$ cat config.mk
export PLATFORM = sky130hd
export DESIGN_NAME = fan_speed_ctrl
export DESIGN_NICKNAME = d
export VERILOG_FILES = /design/src/rtl/fan_ctrl_pkg.sv /design/src/rtl/fan_volt_map.sv /design/src/rtl/fan_pulse_cond.sv /design/src/rtl/fan_speed_meter.sv /design/src/rtl/fan_speed_ctrl.sv
export SDC_FILE = /design/constraint.sdc
export NUM_CORES = 1
export LEC_CHECK = 0
export BUFFER_PORTS_ARGS = -buffer_cell sky130_fd_sc_hd__buf_2
export CORE_AREA = 2 2 215 164
export CTS_BUF_LIST = sky130_fd_sc_hd__clkbuf_4 sky130_fd_sc_hd__clkbuf_8
export DETAILED_ROUTE_END_ITERATION = 6
export DIE_AREA = 0 0 217 166
export GPL_TIMING_DRIVEN = 0
export PLACE_DENSITY_LB_ADDON = 0.1
export REMOVE_ABC_BUFFERS = 1
export SYNTH_ARGS = -nofsm -noshare
export SYNTH_HDL_FRONTEND = slang
export SYNTH_SLANG_ARGS = --single-unit
$ cat constraint.sdc
create_clock -name clk -period 15.2 [get_ports clk]
set_input_delay 4.56 -clock clk [delete_from_list [all_inputs] [get_ports clk]]
set_output_delay 4.56 -clock clk [all_outputs]
set_load 0.01 [all_outputs]
$ cat src/rtl/fan_ctrl_pkg.sv
// Shared types for the fan speed controller.
// Assumes: no parameters; included first in compile order.
package fan_ctrl_pkg;

    // Which part of the temperature-to-voltage curve a sample falls in.
    typedef enum logic [1:0] {
        BAND_COOL = 2'd0,
        BAND_RAMP = 2'd1,
        BAND_HOT  = 2'd2
    } temp_band_e;

endpackage

$ cat src/rtl/fan_volt_map.sv
// Maps a temperature sample (tenths of °F) to a fan voltage code (tenths of V).
// Clamped at CODE_MIN below T_LO and at CODE_MAX above T_HI, linear in between.
// Assumes: T_HI > T_LO, CODE_MAX > CODE_MIN, and the code registers only on the strobe.
module fan_volt_map
    import fan_ctrl_pkg::*;
#(
    parameter int TEMP_W   = 12,
    parameter int CODE_W   = 8,
    parameter int T_LO     = 900,
    parameter int T_HI     = 1050,
    parameter int CODE_MIN = 50,
    parameter int CODE_MAX = 130
) (
    input  logic              clk,
    input  logic              rst_n,
    input  logic [TEMP_W-1:0] temp_i,
    input  logic              temp_valid_i,
    output logic [CODE_W-1:0] code_o
);

    localparam int T_SPAN = T_HI - T_LO;
    localparam int C_SPAN = CODE_MAX - CODE_MIN;
    localparam int PROD_W = TEMP_W + CODE_W;

    temp_band_e        band;
    logic [TEMP_W-1:0] offset;
    logic [PROD_W-1:0] prod;
    logic [PROD_W-1:0] quot;
    logic [CODE_W-1:0] code_d;
    logic [CODE_W-1:0] code_q;

    // Classify the incoming sample against the two thresholds.
    always_comb begin
        if (temp_i <= TEMP_W'(T_LO))      band = BAND_COOL;
        else if (temp_i >= TEMP_W'(T_HI)) band = BAND_HOT;
        else                              band = BAND_RAMP;
    end

    // Linear interpolation inside the ramp band, clamped outside it.
    always_comb begin
        offset = temp_i - TEMP_W'(T_LO);
        prod   = PROD_W'(offset) * PROD_W'(C_SPAN);
        quot   = prod / PROD_W'(T_SPAN);
        case (band)
            BAND_COOL: code_d = CODE_W'(CODE_MIN);
            BAND_HOT:  code_d = CODE_W'(CODE_MAX);
            default:   code_d = CODE_W'(CODE_MIN) + CODE_W'(quot);
        endcase
    end

    // Hold the command; reset to full cooling, update only on a strobe.
    always_ff @(posedge clk) begin
        if (!rst_n)            code_q <= CODE_W'(CODE_MAX);
        else if (temp_valid_i) code_q <= code_d;
    end

    assign code_o = code_q;

    // the command never leaves the programmed voltage span
    a_r2_code_window: assert property (@(posedge clk) disable iff (!rst_n)
        (code_o >= CODE_W'(CODE_MIN)) && (code_o <= CODE_W'(CODE_MAX)));

    // a hot sample drives the code to the ceiling on the next edge
    a_r2_hot_clamp: assert property (@(posedge clk) disable iff (!rst_n)
        (temp_valid_i && temp_i >= TEMP_W'(T_HI)) |=> (code_o == CODE_W'(CODE_MAX)));

    // without a strobe the command does not move
    a_r4_hold_without_strobe: assert property (@(posedge clk) disable iff (!rst_n)
        !temp_valid_i |=> $stable(code_o));

endmodule

$ cat src/rtl/fan_pulse_cond.sv
// Conditions the asynchronous fan-current pulse signal: a synchronizer chain,
// a persistence filter, then a one-cycle strobe on each accepted rising edge.
// Assumes: SYNC_STAGES >= 1 and FILT_LEN >= 2.
module fan_pulse_cond #(
    parameter int SYNC_STAGES = 2,
    parameter int FILT_LEN    = 4
) (
    input  logic clk,
    input  logic rst_n,
    input  logic pulse_i,
    output logic rise_o
);

    localparam int RUN_W = $clog2(FILT_LEN + 1);

    logic [SYNC_STAGES-1:0] sync_q;
    logic                   synced;
    logic                   filt_q;
    logic                   prev_q;
    logic [RUN_W-1:0]       run_q;

    // Synchronizer chain, one flop per stage.
    for (genvar g = 0; g < SYNC_STAGES; g++) begin : g_sync
        if (g == 0) begin : g_first
            // First stage samples the raw pin.
            always_ff @(posedge clk) begin
                if (!rst_n) sync_q[0] <= 1'b0;
                else        sync_q[0] <= pulse_i;
            end
        end else begin : g_next
            // Later stages follow the previous stage.
            always_ff @(posedge clk) begin
                if (!rst_n) sync_q[g] <= 1'b0;
                else        sync_q[g] <= sync_q[g-1];
            end
        end
    end

    assign synced = sync_q[SYNC_STAGES-1];

    // Accept a new level only after FILT_LEN consecutive differing samples.
    always_ff @(posedge clk) begin
        if (!rst_n) begin
            filt_q <= 1'b0;
            run_q  <= '0;
        end else if (synced == filt_q) begin
            run_q  <= '0;
        end else if (run_q == RUN_W'(FILT_LEN - 1)) begin
            filt_q <= synced;
            run_q  <= '0;
        end else begin
            run_q  <= run_q + 1'b1;
        end
    end

    // Delay the filtered level by one cycle for edge detection.
    always_ff @(posedge clk) begin
        if (!rst_n) prev_q <= 1'b0;
        else        prev_q <= filt_q;
    end

    assign rise_o = filt_q & ~prev_q;

    // an accepted edge is a single-cycle strobe
    a_r5_edge_isolated: assert property (@(posedge clk) disable iff (!rst_n)
        rise_o |=> !rise_o);

    // the filtered level only rises when the synchronized input is high
    a_r5_filter_follows: assert property (@(posedge clk) disable iff (!rst_n)
        $rose(filt_q) |-> $past(synced));

endmodule

$ cat src/rtl/fan_speed_meter.sv
// Counts conditioned pulse edges over a fixed gate window, converts the count
// to RPM at each window end and flags a stall.
// Assumes: GATE_CYCLES >= 2 and RPM_W >= CNT_W + 6.
module fan_speed_meter #(
    parameter int GATE_CYCLES    = 32_000_000,
    parameter int CNT_W          = 10,
    parameter int RPM_W          = 16,
    parameter int PULSES_PER_REV = 2,
    parameter int CODE_W         = 8,
    parameter int CODE_MIN       = 50
) (
    input  logic              clk,
    input  logic              rst_n,
    input  logic              rise_i,
    input  logic [CODE_W-1:0] code_i,
    output logic [RPM_W-1:0]  rpm_o,
    output logic              stall_o
);

    localparam int                 GATE_W  = $clog2(GATE_CYCLES);
    localparam int                 SCALE_W = CNT_W + 6;
    localparam logic [CNT_W-1:0]   CNT_MAX = '1;

    logic [GATE_W-1:0]  gate_q;
    logic               gate_end;
    logic [CNT_W-1:0]   win_q;
    logic [CNT_W-1:0]   cnt_next;
    logic [SCALE_W-1:0] scaled;
    logic [SCALE_W-1:0] rpm_calc;
    logic [RPM_W-1:0]   rpm_q;
    logic               stall_q;

    assign gate_end = (gate_q == GATE_W'(GATE_CYCLES - 1));

    // Free-running gate timer that wraps once per window.
    always_ff @(posedge clk) begin
        if (!rst_n)        gate_q <= '0;
        else if (gate_end) gate_q <= '0;
        else               gate_q <= gate_q + 1'b1;
    end

    // Saturating count including any edge in the current cycle.
    always_comb begin
        if (rise_i && (win_q != CNT_MAX)) cnt_next = win_q + 1'b1;
        else                              cnt_next = win_q;
    end

    // Convert a window count to revolutions per minute.
    always_comb begin
        scaled   = SCALE_W'(cnt_next) * SCALE_W'(60);
        rpm_calc = scaled / SCALE_W'(PULSES_PER_REV);
    end

    // Per-window edge accumulator, cleared at each window end.
    always_ff @(posedge clk) begin
        if (!rst_n)        win_q <= '0;
        else if (gate_end) win_q <= '0;
        else               win_q <= cnt_next;
    end

    // Publish speed and stall once per window.
    always_ff @(posedge clk) begin
        if (!rst_n) begin
            rpm_q   <= '0;
            stall_q <= 1'b0;
        end else if (gate_end) begin
            rpm_q   <= RPM_W'(rpm_calc);
            stall_q <= (cnt_next == '0) && (code_i > CODE_W'(CODE_MIN));
        end
    end

    assign rpm_o   = rpm_q;
    assign stall_o = stall_q;

    // speed only changes at a window boundary
    a_r6_rpm_hold: assert property (@(posedge clk) disable iff (!rst_n)
        !gate_end |=> $stable(rpm_o));

    // a full accumulator does not wrap inside a window
    a_r7_no_wrap: assert property (@(posedge clk) disable iff (!rst_n)
        (win_q == CNT_MAX && !gate_end) |=> (win_q == CNT_MAX));

    // a stalled fan reports zero speed
    a_r8_stall_zero_rpm: assert property (@(posedge clk) disable iff (!rst_n)
        stall_o |-> (rpm_o == '0));

    // the stall flag only changes at a window boundary
    a_r8_stall_hold: assert property (@(posedge clk) disable iff (!rst_n)
        !gate_end |=> $stable(stall_o));

endmodule

$ cat src/rtl/fan_speed_ctrl.sv
// Top level of the chassis fan controller: temperature-to-voltage mapping plus
// speed measurement from fan-current pulses, with stall detection.
// Assumes: one clock domain; fan_pulse_i may be asynchronous to clk.
module fan_speed_ctrl #(
    parameter int TEMP_W         = 12,
    parameter int CODE_W         = 8,
    parameter int T_LO           = 900,
    parameter int T_HI           = 1050,
    parameter int CODE_MIN       = 50,
    parameter int CODE_MAX       = 130,
    parameter int SYNC_STAGES    = 2,
    parameter int FILT_LEN       = 4,
    parameter int GATE_CYCLES    = 32_000_000,
    parameter int CNT_W          = 10,
    parameter int PULSES_PER_REV = 2,
    parameter int RPM_W          = CNT_W + 6
) (
    input  logic              clk,
    input  logic              rst_n,
    input  logic [TEMP_W-1:0] temp_i,
    input  logic              temp_valid_i,
    input  logic              fan_pulse_i,
    output logic [CODE_W-1:0] volt_code_o,
    output logic [RPM_W-1:0]  rpm_o,
    output logic              stall_o
);

    logic [CODE_W-1:0] code_w;
    logic              rise_w;

    fan_volt_map #(
        .TEMP_W   (TEMP_W),
        .CODE_W   (CODE_W),
        .T_LO     (T_LO),
        .T_HI     (T_HI),
        .CODE_MIN (CODE_MIN),
        .CODE_MAX (CODE_MAX)
    ) u_map (
        .clk          (clk),
        .rst_n        (rst_n),
        .temp_i       (temp_i),
        .temp_valid_i (temp_valid_i),
        .code_o       (code_w)
    );

    fan_pulse_cond #(
        .SYNC_STAGES (SYNC_STAGES),
        .FILT_LEN    (FILT_LEN)
    ) u_cond (
        .clk     (clk),
        .rst_n   (rst_n),
        .pulse_i (fan_pulse_i),
        .rise_o  (rise_w)
    );

    fan_speed_meter #(
        .GATE_CYCLES    (GATE_CYCLES),
        .CNT_W          (CNT_W),
        .RPM_W          (RPM_W),
        .PULSES_PER_REV (PULSES_PER_REV),
        .CODE_W         (CODE_W),
        .CODE_MIN       (CODE_MIN)
    ) u_meter (
        .clk     (clk),
        .rst_n   (rst_n),
        .rise_i  (rise_w),
        .code_i  (code_w),
        .rpm_o   (rpm_o),
        .stall_o (stall_o)
    );

    assign volt_code_o = code_w;

endmodule

# Word-level counts from Yosys, hierarchy flattened
# Cells that the tools add are included.
# totals
input_bits	16
output_inout_bits	25
reg_bits	65
# classes
eq_ne	5
div_mod_pow	1
order_cmp	3
reduce_logical	7
n_mul	2
bitwise	4
mux	4
addsub	5
# op_table
cell	count
$add 25x1->25 const B	1
$eq 25x25->1 const B	1
$div 19x8->20 const B	1
$pmux 8 s2	1
$mul 12x3->15 const B	1
$mul 10x4->14 const B	1
$ge 12x11->1 const B	1
$le 12x10->1 const B	1
$sub 12x10->12 const B	1
$add 10x1->10 const B	1
$logic_not 10->1	1
$mux 10	1
$ne 10x10->1 const B	1
$add 6x8->8 const A	1
$gt 8x6->1 const B	1
$mux 2	2
$add 3x1->3 const B	1
$eq 3x2->1 const B	1
$not 1->1	3
$reduce_or 3->1	1
$eq 2x2->1 const B	1
$logic_and 1x1->1	2
$logic_not 2->1	1
$reduce_and 2->1	1
3 further kinds	3

# Longest topological paths before layout
# Gate-level depths: netlist of run 1.
# logic_depth
ltp_word	6
depth_mapped	54
mapped_depth_nobuf	48

# By module
# Synthesis of run 1 repeated with hierarchy kept, for this count alone.
# unflattened
hier_cells	1134
hier_area_um2	8783.4
# modules_own_cells
module	cells_per_inst	area_each_um2	n_inst
fan_volt_map	750	5391.4	1
fan_speed_meter	364	3143.0	1
fan_pulse_cond	20	249.0	1

# Least setup slack after synthesis of run 1
# Ideal clock, no wire load.
# synth_path
path_kind	input to register
start	input temp_i[5]
end	register u_map.code_q[7] (netlist: u_map.code_o[7])
slack_ns	-0.056
t_arrival_ns	15.124
setup_time_ns	0.133
stages	48
n_path_buf	4
t_required_ns	15.067
cell_sequence	nor3_2 > a21oi_1 > xor2_1 > inv_1 > ha_1 > ha_1 > and4_1 > and2_1 > a222oi_1 > nand2_1 > a2111oi_4 > o21ai_1 > a211o_1 > and3_1 > buf_4 > nor3_2 > o22ai_2 > a311o_1 > [12 not listed] > nor2_1 > ha_1 > o311a_1 > nor2_1 > nand2_1 > or3b_2 > a22o_1 > a21o_1 > buf_6 > mux2i_1 > and2b_1 > o21bai_2 > ha_1 > nand2_1 > a31oi_1 > xnor2_1 > nand2_1 > nand3_1
# synth_between
elab_chain_len	5
# synth_lines
element	line_no	source
start, declared	fan_speed_ctrl.sv:20	input logic [TEMP_W-1:0] temp_i,
$sub 12x10->12 or $ge 12x11->1 (tied branches)	fan_volt_map.sv:41, fan_volt_map.sv:35	
$mul 12x3->15 or $mux 2 (tied branches)	fan_volt_map.sv:42, fan_volt_map.sv:35	
$div 19x8->20 or $mux 2 (tied branches)	fan_volt_map.sv:43, fan_volt_map.sv:34	
$add 6x8->8 (tied with other cells)	fan_volt_map.sv:47	default: code_d = CODE_W'(CODE_MIN) + CODE_W'(quot);
$pmux 8 s2 *	fan_volt_map.sv:44	case (band)
end signal, assigned	fan_volt_map.sv:53	if (!rst_n) code_q <= CODE_W'(CODE_MAX);
end signal, assigned	fan_volt_map.sv:54	else if (temp_valid_i) code_q <= code_d;
end, declared	fan_volt_map.sv:30	logic [CODE_W-1:0] code_q;
# Every way passes the cells marked *; elsewhere a longest branch is shown, timed or not.
# A chain may end at the register's enable or synchronous reset.

# Worst setup path in the final report of run 1
# layout_path
start	input temp_i[4]
end	register u_map.code_q[6] (netlist: u_map.code_o[6])
# Same word-level chain as after synthesis.

==> qor.txt, run 1 <==
Slew Limit Fails: 0
# Max-Cap Violations: 0
mean post-synth cell area: 7.938 um2
Port Buffer Count: 38
vias after detailed routing: 8101
clock sinks: 65
Syn Std Cell Area: 8391 um2
R2R setup slack: 9.70 ns
Rel. slew slack: 38.49%
GRT overflow: 0
setup violators final: 0
Die X: 217 um
global-route wire length before repair: 40.20 mm
setup tns final: 0 ns
hold path endpoint: u_cond.run_q[0]
largest net degree at the start of global routing: 34
hold path depth: 1
Hold Path Class: register to register
async set-or-reset flop fraction in the synthesized netlist: 0%
final hold vios: 0
Worst-Skew Late Latency: 0.35 ns
vias in the first global route: 7567
slew at the pin closest to its max-slew limit: 0.9161 ns
fin crit period: 14.84 ns
worst-case reg-to-reg path depth: 23
Yosys reg bits: 65
Initial Util: 24.60%
post-DP HPWL: 18.50 mm
core outline area: 34110 um2
CP peak stage delay: 0.48 ns
number of remaining DRC errors: 0
Worst path slowest cell: a311o_2
DRT antenna net count: 0
cells after synthesis: 1057
crit end category: register
register area share after synthesis: 15.51%
Worst R2R Start: u_meter.win_q[0]
R2R Path End: u_meter.rpm_o[14]
Antenna diodes: 0
Root Buffer: clkbuf_8
CTS tree: yes
Die Footprint: 36020 um2
Wirelength per Cell: 15.41 um
Placer Congestion: 0.7657
crit path kind: input pin to register
worst setup margin: 0.3626 ns
final period utilization: 97.61%
most frequent CP cell: buf_4
worst slack at placement: -3.703 ns
status: finished clean
P&R area growth vs syn: 28.63%
H-tree depth: 3
Worst Path Max Fanout: 8
row cnt: 59
Setup Skew: 0.01130 ns
total number of yosys warnings: 0
share of layout cells above drive strength 1: 27.56%
Reg clk slew, reported paths: 0.07 ns
first-pass iteration count of the detailed router: 5
initial DRC count: 437
Max Fclk: 67.40 MHz
nets@finish: 1236
TritonCTS Buffers: 9
EDFF count, synth: 0
commonest non-fill, non-tap cell in the layout: nor2_1
Die Span Y: 166 um
most frequent cells in the layout: 104 x nor2_1, 74 x buf_4, 73 x nand2_1
CTS Buffer Depth: 2
via/cell ratio: 5.029
I/O pins: 41
Tot GR Track Use: 13.39%
initial antenna violation count: 0
Startpoint Class: input pin
prevailing post-synth register cell: dfxtp_1
Routed WL: 24.83 mm
hold path start: u_cond.run_q[0]
Crit path arrival time: 15.08 ns
WP data required: 15.44 ns
Synth cell types: 110
## through the flow
step                      hold WS, ns  cell area [um2]  utilization (%)  instances
after detailed placement       0.4196             8967            26.29       1516
final                          0.4258            10790            31.65       1611
after CTS                      0.4303            10070            29.53       1572
after global placement         0.4186             8946            26.23       1514
after floorplan                0.3992             8184                -       1019
after global routing           0.4468            10790            31.65       1611
## per-layer routing
metal / up-vias / track usage, % / routed length (um)
li1: 4104 / - / -
met1: 3870 / 20.70 / 13130
met2: 120 / 20.11 / 10870
met3: 7 / 1.410 / 704
met4: 0 / 2.055 / 119
met5: - / 0 / 0
## worst max-delay path by stage
stage                    from               to
floorplan           temp_i[5]  u_map.code_o[7]
global placement    temp_i[5]  u_map.code_o[7]
detailed placement  temp_i[5]  u_map.code_o[7]
CTS                 temp_i[5]  u_map.code_o[7]
global route        temp_i[3]  u_map.code_o[7]
finish              temp_i[4]  u_map.code_o[6]
## repair_timing
action / 4_1_cts / 5_1_grt
setup endpoints to repair: 8 / 8
hold buffers: 0 / 0
buffers inserted: 40 / 38
gates cloned: 0 / 1
gates resized for setup: 102 / 81
pin swaps: 35 / 45
## kinds of logic after synthesis
family                   synth area share [%]
AND/OR/NAND/NOR                         22.25
adder cells (fa/ha/maj)                 12.45
other                                 0.04469
XOR/XNOR                                9.991
flip-flops                              15.51
AO/OA/AOI/OAI                           29.60
multiplexers                            5.816
buffers and inverters                   4.339
## state kept, by name, indices dropped and copies added (netlist names)
name	flops
u_cond.prev_q	1
u_meter.gate_q	25
u_meter.stall_o	1
u_meter.win_q	10
u_meter.rpm_o	14
u_cond.run_q	3
u_cond.sync_q	1
u_cond.filt_q	1
u_cond.synced	1
u_map.code_o	8
## cells in the mapped netlist (31+ instances only)
cell | number | area [um2]
nand3_1 | 42 | 210.2
nor2_1 | 117 | 439.2
dfxtp_1 | 65 | 1301
mux2i_1 | 31 | 310.3
ha_1 | 53 | 663.1
xor2_1 | 35 | 306.5
inv_1 | 39 | 146.4
a21oi_1 | 57 | 285.3
xnor2_1 | 57 | 499.2
nand2_1 | 75 | 281.5
o21ai_0 | 45 | 225.2
## area by class of cell
| cell class | count | area (um2) |
|---|---|---|
| clock buffers | 12 | 158.9 |
| clock inverters | 4 | 75.07 |
| fillers | 3664 | 23310 |
| inverters | 41 | 156.4 |
| multi-input cells | 914 | 7685 |
| flip-flops and latches | 65 | 1301 |
| well taps | 457 | 571.8 |
| repair buffers | 118 | 844.6 |
## critical path: cells and delay by family
family,cells,cell delay [ns]
and+or+nand+nor,13,2.66
muxes,2,0.74
buffers and inverters,8,1.23
AOI/OAI and AO/OA,21,4.62
adders and majority gates,3,0.84
xor gates and xnor gates,2,0.39
Power of run 1 is not shown: default switching activity piles up to over one toggle a cycle in this logic, so the estimate is an artifact.
==> run 2, diff against run 1 <==
- MAX_ROUTING_LAYER: unset -> met4
- SETUP_SLACK_MARGIN: unset -> 0.15
==> qor.txt, run 2 (synthesis results as in run 1) <==
global-route wire length before repair: 40.50 mm (+0.74%)
via/cell ratio: 5.042 (+0.27%)
Worst R2R Start: u_meter.win_q[0]
Root Buffer: clkbuf_8
initial antenna violation count: 0 (unchanged)
filler cell count: 3648 (-0.44%)
largest register by flop count: u_meter.gate_q
most frequent cells in the layout: 104 x nor2_1, 81 x buf_4, 72 x nand2_1
TritonCTS Buffers: 9 (unchanged)
max reg flops: 25 (unchanged)
initial DRC count: 450 (+3.0%)
core outline area: 34110 um2 (unchanged)
largest net degree at the start of global routing: 34 (unchanged)
slew at the pin closest to its max-slew limit: 0.8840 ns (-0.03209 ns)
P&R area growth vs syn: 32.22%
setup tns final: 0 ns (unchanged)
nets@finish: 1246 (+0.81%)
final period utilization: 96.99% (-0.62 points)
Worst Path Max Fanout: 11 (+3)
WP data required: 15.44 ns (about the same)
crit end category: register
final hold vios: 0 (unchanged)
GRT overflow: 0 (unchanged)
H-tree depth: 3 (unchanged)
Die Span Y: 166 um (unchanged)
Rel. slew slack: 40.64% (+2.2 points)
# Max-Cap Violations: 0 (unchanged)
status: finished clean
hold path start: u_cond.run_q[0]
number of remaining DRC errors: 0 (unchanged)
CTS Buffer Depth: 2 (unchanged)
CTS tree: yes
Hold Path Class: register to register
design area: 11090 um2 (+2.8%)
Die Footprint: 36020 um2 (unchanged)
share of layout cells above drive strength 1: 29.90% (+2.3 points)
Initial Util: 24.60% (unchanged)
first-pass iteration count of the detailed router: 6 (+1)
Max Fclk: 67.83 MHz (+0.64%)
Die X: 217 um (unchanged)
hold slack: 0.4259 ns (+0.0001430 ns)
multi-input combinational cell area: 7885 um2 (+2.6%)
Setup Skew: 0.01194 ns (+0.0006325 ns)
crit path from: temp_i[4]
row cnt: 59 (unchanged)
setup violators final: 0 (unchanged)
Startpoint Class: input pin
vias after detailed routing: 8173 (+0.89%)
cts hold-fix bufs: 0 (unchanged)
commonest non-fill, non-tap cell in the layout: nor2_1
clock sinks: 65 (unchanged)
CP peak stage delay: 0.45 ns (-0.03 ns)
Tot GR Track Use: 13.85% (+0.46 points)
Sequential Area: 1301 um2 (unchanged)
Slew Limit Fails: 0 (unchanged)
vias in the first global route: 7630 (+0.83%)
crit path kind: input pin to register
Wirelength per Cell: 15.51 um (+0.63%)
DRT antenna net count: 0 (unchanged)
Worst-Skew Late Latency: 0.35 ns (about the same)
I/O pins: 41 (unchanged)
fin crit period: 14.74 ns (-0.09469 ns)
Placer Congestion: 0.7759 (+1.3%)
post-DP HPWL: 18.50 mm (unchanged)
Routed WL: 25.14 mm (+1.3%)
Crit path arrival time: 14.98 ns (-0.10 ns)
Worst path slowest cell: or3b_2
Port Buffer Count: 38 (unchanged)
Reg clk slew, reported paths: 0.07 ns (about the same)
placed inst area: 8967 um2 (unchanged)
Antenna diodes: 0 (unchanged)
RSZ-0062 raised after global routing: false
run 2: what timing repair did:
item                                    CTS  global route
pin swaps                                41            55
resized for setup                       119            97
hold endpoints to repair                  0             0
cloned                                    0             1
endpoints found under the setup margin    8             8
buffers inserted                         44            44
run 2: worst max-delay path: cells and delay by family:
kind,cells,cell delay [ns]
AOI/OAI and AO/OA,22,5.13
xor gates and xnor gates,2,0.38
adders and majority gates,3,0.73
buffers and inverters,9,1.35
and+or+nand+nor,13,2.83
run 2: cell type report:
class	instances	share of cell area, %
clock buffer	12	1.432
clock inverter	4	0.6767
inverter	41	1.410
multi-input combinational	914	71.07
sequential	65	11.73
tap	457	5.154
timing repair buffer	128	8.526
run 2: layer usage:
metal	global-route usage, %	share of wire [%]
met1	20.78	53
met2	20.34	44
met3	1.264	1.8
met4	2.055	0.43
met5	-	0
run 2: worst paths after layout:
check / to / slack (ns) / cells past startpoint
worst max register to register: u_meter.rpm_o[14] / 9.68 / 23
worst min register to register: u_cond.run_q[0] / 0.43 / 1
worst max-delay path: u_map.code_o[6] / 0.46 / 49
worst min-delay path: u_cond.run_q[0] / 0.43 / 1
run 2: metrics by stage:
stage | utilization (%) | std cells | setup WS [ns]
finish | 32.53 | 1621 | 0.4573
global route | 32.53 | 1621 | 0.04881
CTS | 29.87 | 1576 | 0.1580
detailed placement | 26.29 | 1516 | -3.703
global placement | 26.23 | 1514 | -4.005
floorplan | - | 1019 | -0.5771
Power of run 2 is left out for the same reason.
==> run 3, diff against run 2 <==
- PLACE_DENSITY_LB_ADDON: 0.1 -> unset
- SLEW_MARGIN: unset -> 20
==> qor.txt, run 3 (synthesis results as in run 1) <==
commonest non-fill, non-tap cell in the layout: nor2_1
met2 wire length: 11.32 mm (+1.6%)
Initial Util: 24.60% (unchanged)
core outline area: 34110 um2 (unchanged)
slew at the pin closest to its max-slew limit: 0.8547 ns (-0.02925 ns)
final hold vios: 0 (unchanged)
number of remaining DRC errors: 0 (unchanged)
nets@finish: 1263 (+1.4%)
vias after detailed routing: 8554 (+4.7%)
clock sinks: 65 (unchanged)
Crit path arrival time: 15.12 ns (+0.14 ns)
Worst path slowest cell: or3b_2
Hold Path Class: register to register
setup violators final: 0 (unchanged)
share of layout cells above drive strength 1: 31.86% (+2.0 points)
via/cell ratio: 5.225 (+3.6%)
first-pass iteration count of the detailed router: 7 (+1)
H-tree depth: 3 (unchanged)
design area: 11330 um2 (+2.1%)
global-route wire length before repair: 38.66 mm (-4.5%)
Routed WL: 24.65 mm (-2.0%)
Antenna diodes: 0 (unchanged)
largest net degree at the start of global routing: 34 (unchanged)
Worst Path Max Fanout: 7 (-4)
Max Fclk: 67.13 MHz (-1.0%)
CTS Buffer Depth: 2 (unchanged)
Root Buffer: clkbuf_8
final period utilization: 98.01% (+1.0 points)
status: finished clean
Reg clk slew, reported paths: 0.07 ns (about the same)
crit path kind: input pin to register
max reg flops: 25 (unchanged)
most frequent cells in the layout: 104 x nor2_1, 97 x buf_4, 71 x nand2_1
P&R area growth vs syn: 35.03%
I/O pins: 41 (unchanged)
crit end category: register
TritonCTS Buffers: 9 (unchanged)
WL met1: 11.53 mm (-14%)
Rel. slew slack: 42.82% (+2.2 points)
placed inst area: 8972 um2 (about the same)
DRT antenna net count: 0 (unchanged)
WP data required: 15.42 ns (-0.02 ns)
Post-Route Utilization: 33.22% (+0.69 points)
row cnt: 59 (unchanged)
CP peak stage delay: 0.46 ns (about the same)
Die Footprint: 36020 um2 (unchanged)
met3 WL: 1.443 mm (+220%)
GRT overflow: 0 (unchanged)
Placer Congestion: 0.8630 (+11%)
initial antenna violation count: 0 (unchanged)
Die X: 217 um (unchanged)
CTS tree: yes
Setup Skew: 0.008375 ns (-0.003562 ns)
cts hold-fix bufs: 0 (unchanged)
largest register by flop count: u_meter.gate_q
Worst-Skew Late Latency: 0.34 ns (about the same)
Wirelength per Cell: 15.06 um (-2.9%)
initial DRC count: 880 (+96%)
post-DP HPWL: 16.82 mm (-9.1%)
Die Span Y: 166 um (unchanged)
Max Used Layer: met4
vias in the first global route: 7701 (+0.93%)
Tot GR Track Use: 12.94% (-0.92 points)
final non-filler cell total: 1637 (+0.99%)
fin crit period: 14.90 ns (+0.1543 ns)
Slew Limit Fails: 0 (unchanged)
setup tns final: 0 ns (unchanged)
# Max-Cap Violations: 0 (unchanged)
Startpoint Class: input pin
Port Buffer Count: 38 (unchanged)
placed insts: 1517 (+0.066%)
==> run 3: cell types whose count changed in the layout (fill, tap and decap cells not counted), moves of 3 or more <==
cell / change
a211oi_2: +4
a211oi_4: -4
buf_12: -3
buf_4: +16
buf_6: +8
ha_2: +3
nand3_2: +3
o21ai_0: -3
==> run 3: layout make-up <==
| class | instances | area (um2) |
|---|---|---|
| Clock buffer | 12 | 152.6 |
| Clock inverter | 3 | 65.06 |
| Fill cell | 3486 | 22780 |
| Inverter | 41 | 163.9 |
| Multi-Input combinational cell | 913 | 8011 |
| Sequential cell | 65 | 1301 |
| Tap cell | 457 | 571.8 |
| Timing Repair Buffer | 146 | 1064 |
==> run 3: worst paths after layout <==
check | start | end | slack [ns] | cells past startpoint
worst max-delay path | temp_i[6] | u_map.code_o[6] | 0.30 | 45
worst min-delay path | u_cond.run_q[0] | u_cond.run_q[0] | 0.42 | 1
worst max register to register | u_meter.win_q[0] | u_meter.rpm_o[14] | 9.71 | 23
worst min register to register | u_cond.run_q[0] | u_cond.run_q[0] | 0.42 | 1
==> run 3: metrics by stage <==
stage,setup WS [ns],hold WS [ns]
after global routing,-0.04964,0.4414
after CTS,0.1711,0.4231
final,0.3031,0.4242
after global placement,-3.163,0.4080
after floorplan,-0.5771,0.3992
after detailed placement,-3.307,0.4132
==> run 3: worst max-delay path: cells and delay by family <==
kind	cells	cell delay [ns]
XOR/XNOR	3	0.75
adder cells (fa/ha/maj)	3	0.76
AND/OR/NAND/NOR	11	2.41
AO/OA/AOI/OAI	23	5.83
buffers and inverters	5	0.76
==> run 3: repair_timing <==
item | 4_1_cts | 5_1_grt
setup buffers | 40 | 65
gates cloned | 0 | 0
endpoints found under the setup margin | 8 | 8
pin swaps | 29 | 80
resized for setup | 113 | 139
==> run 3: per-layer routing <==
| layer | track usage (%) | up-vias |
|---|---|---|
| met3 | 1.319 | 25 |
| met4 | 2.918 | 0 |
| li1 | - | 4156 |
| met1 | 18.05 | 4071 |
| met2 | 20.09 | 302 |
| met5 | - | - |
Power of run 3 is left out for the same reason.
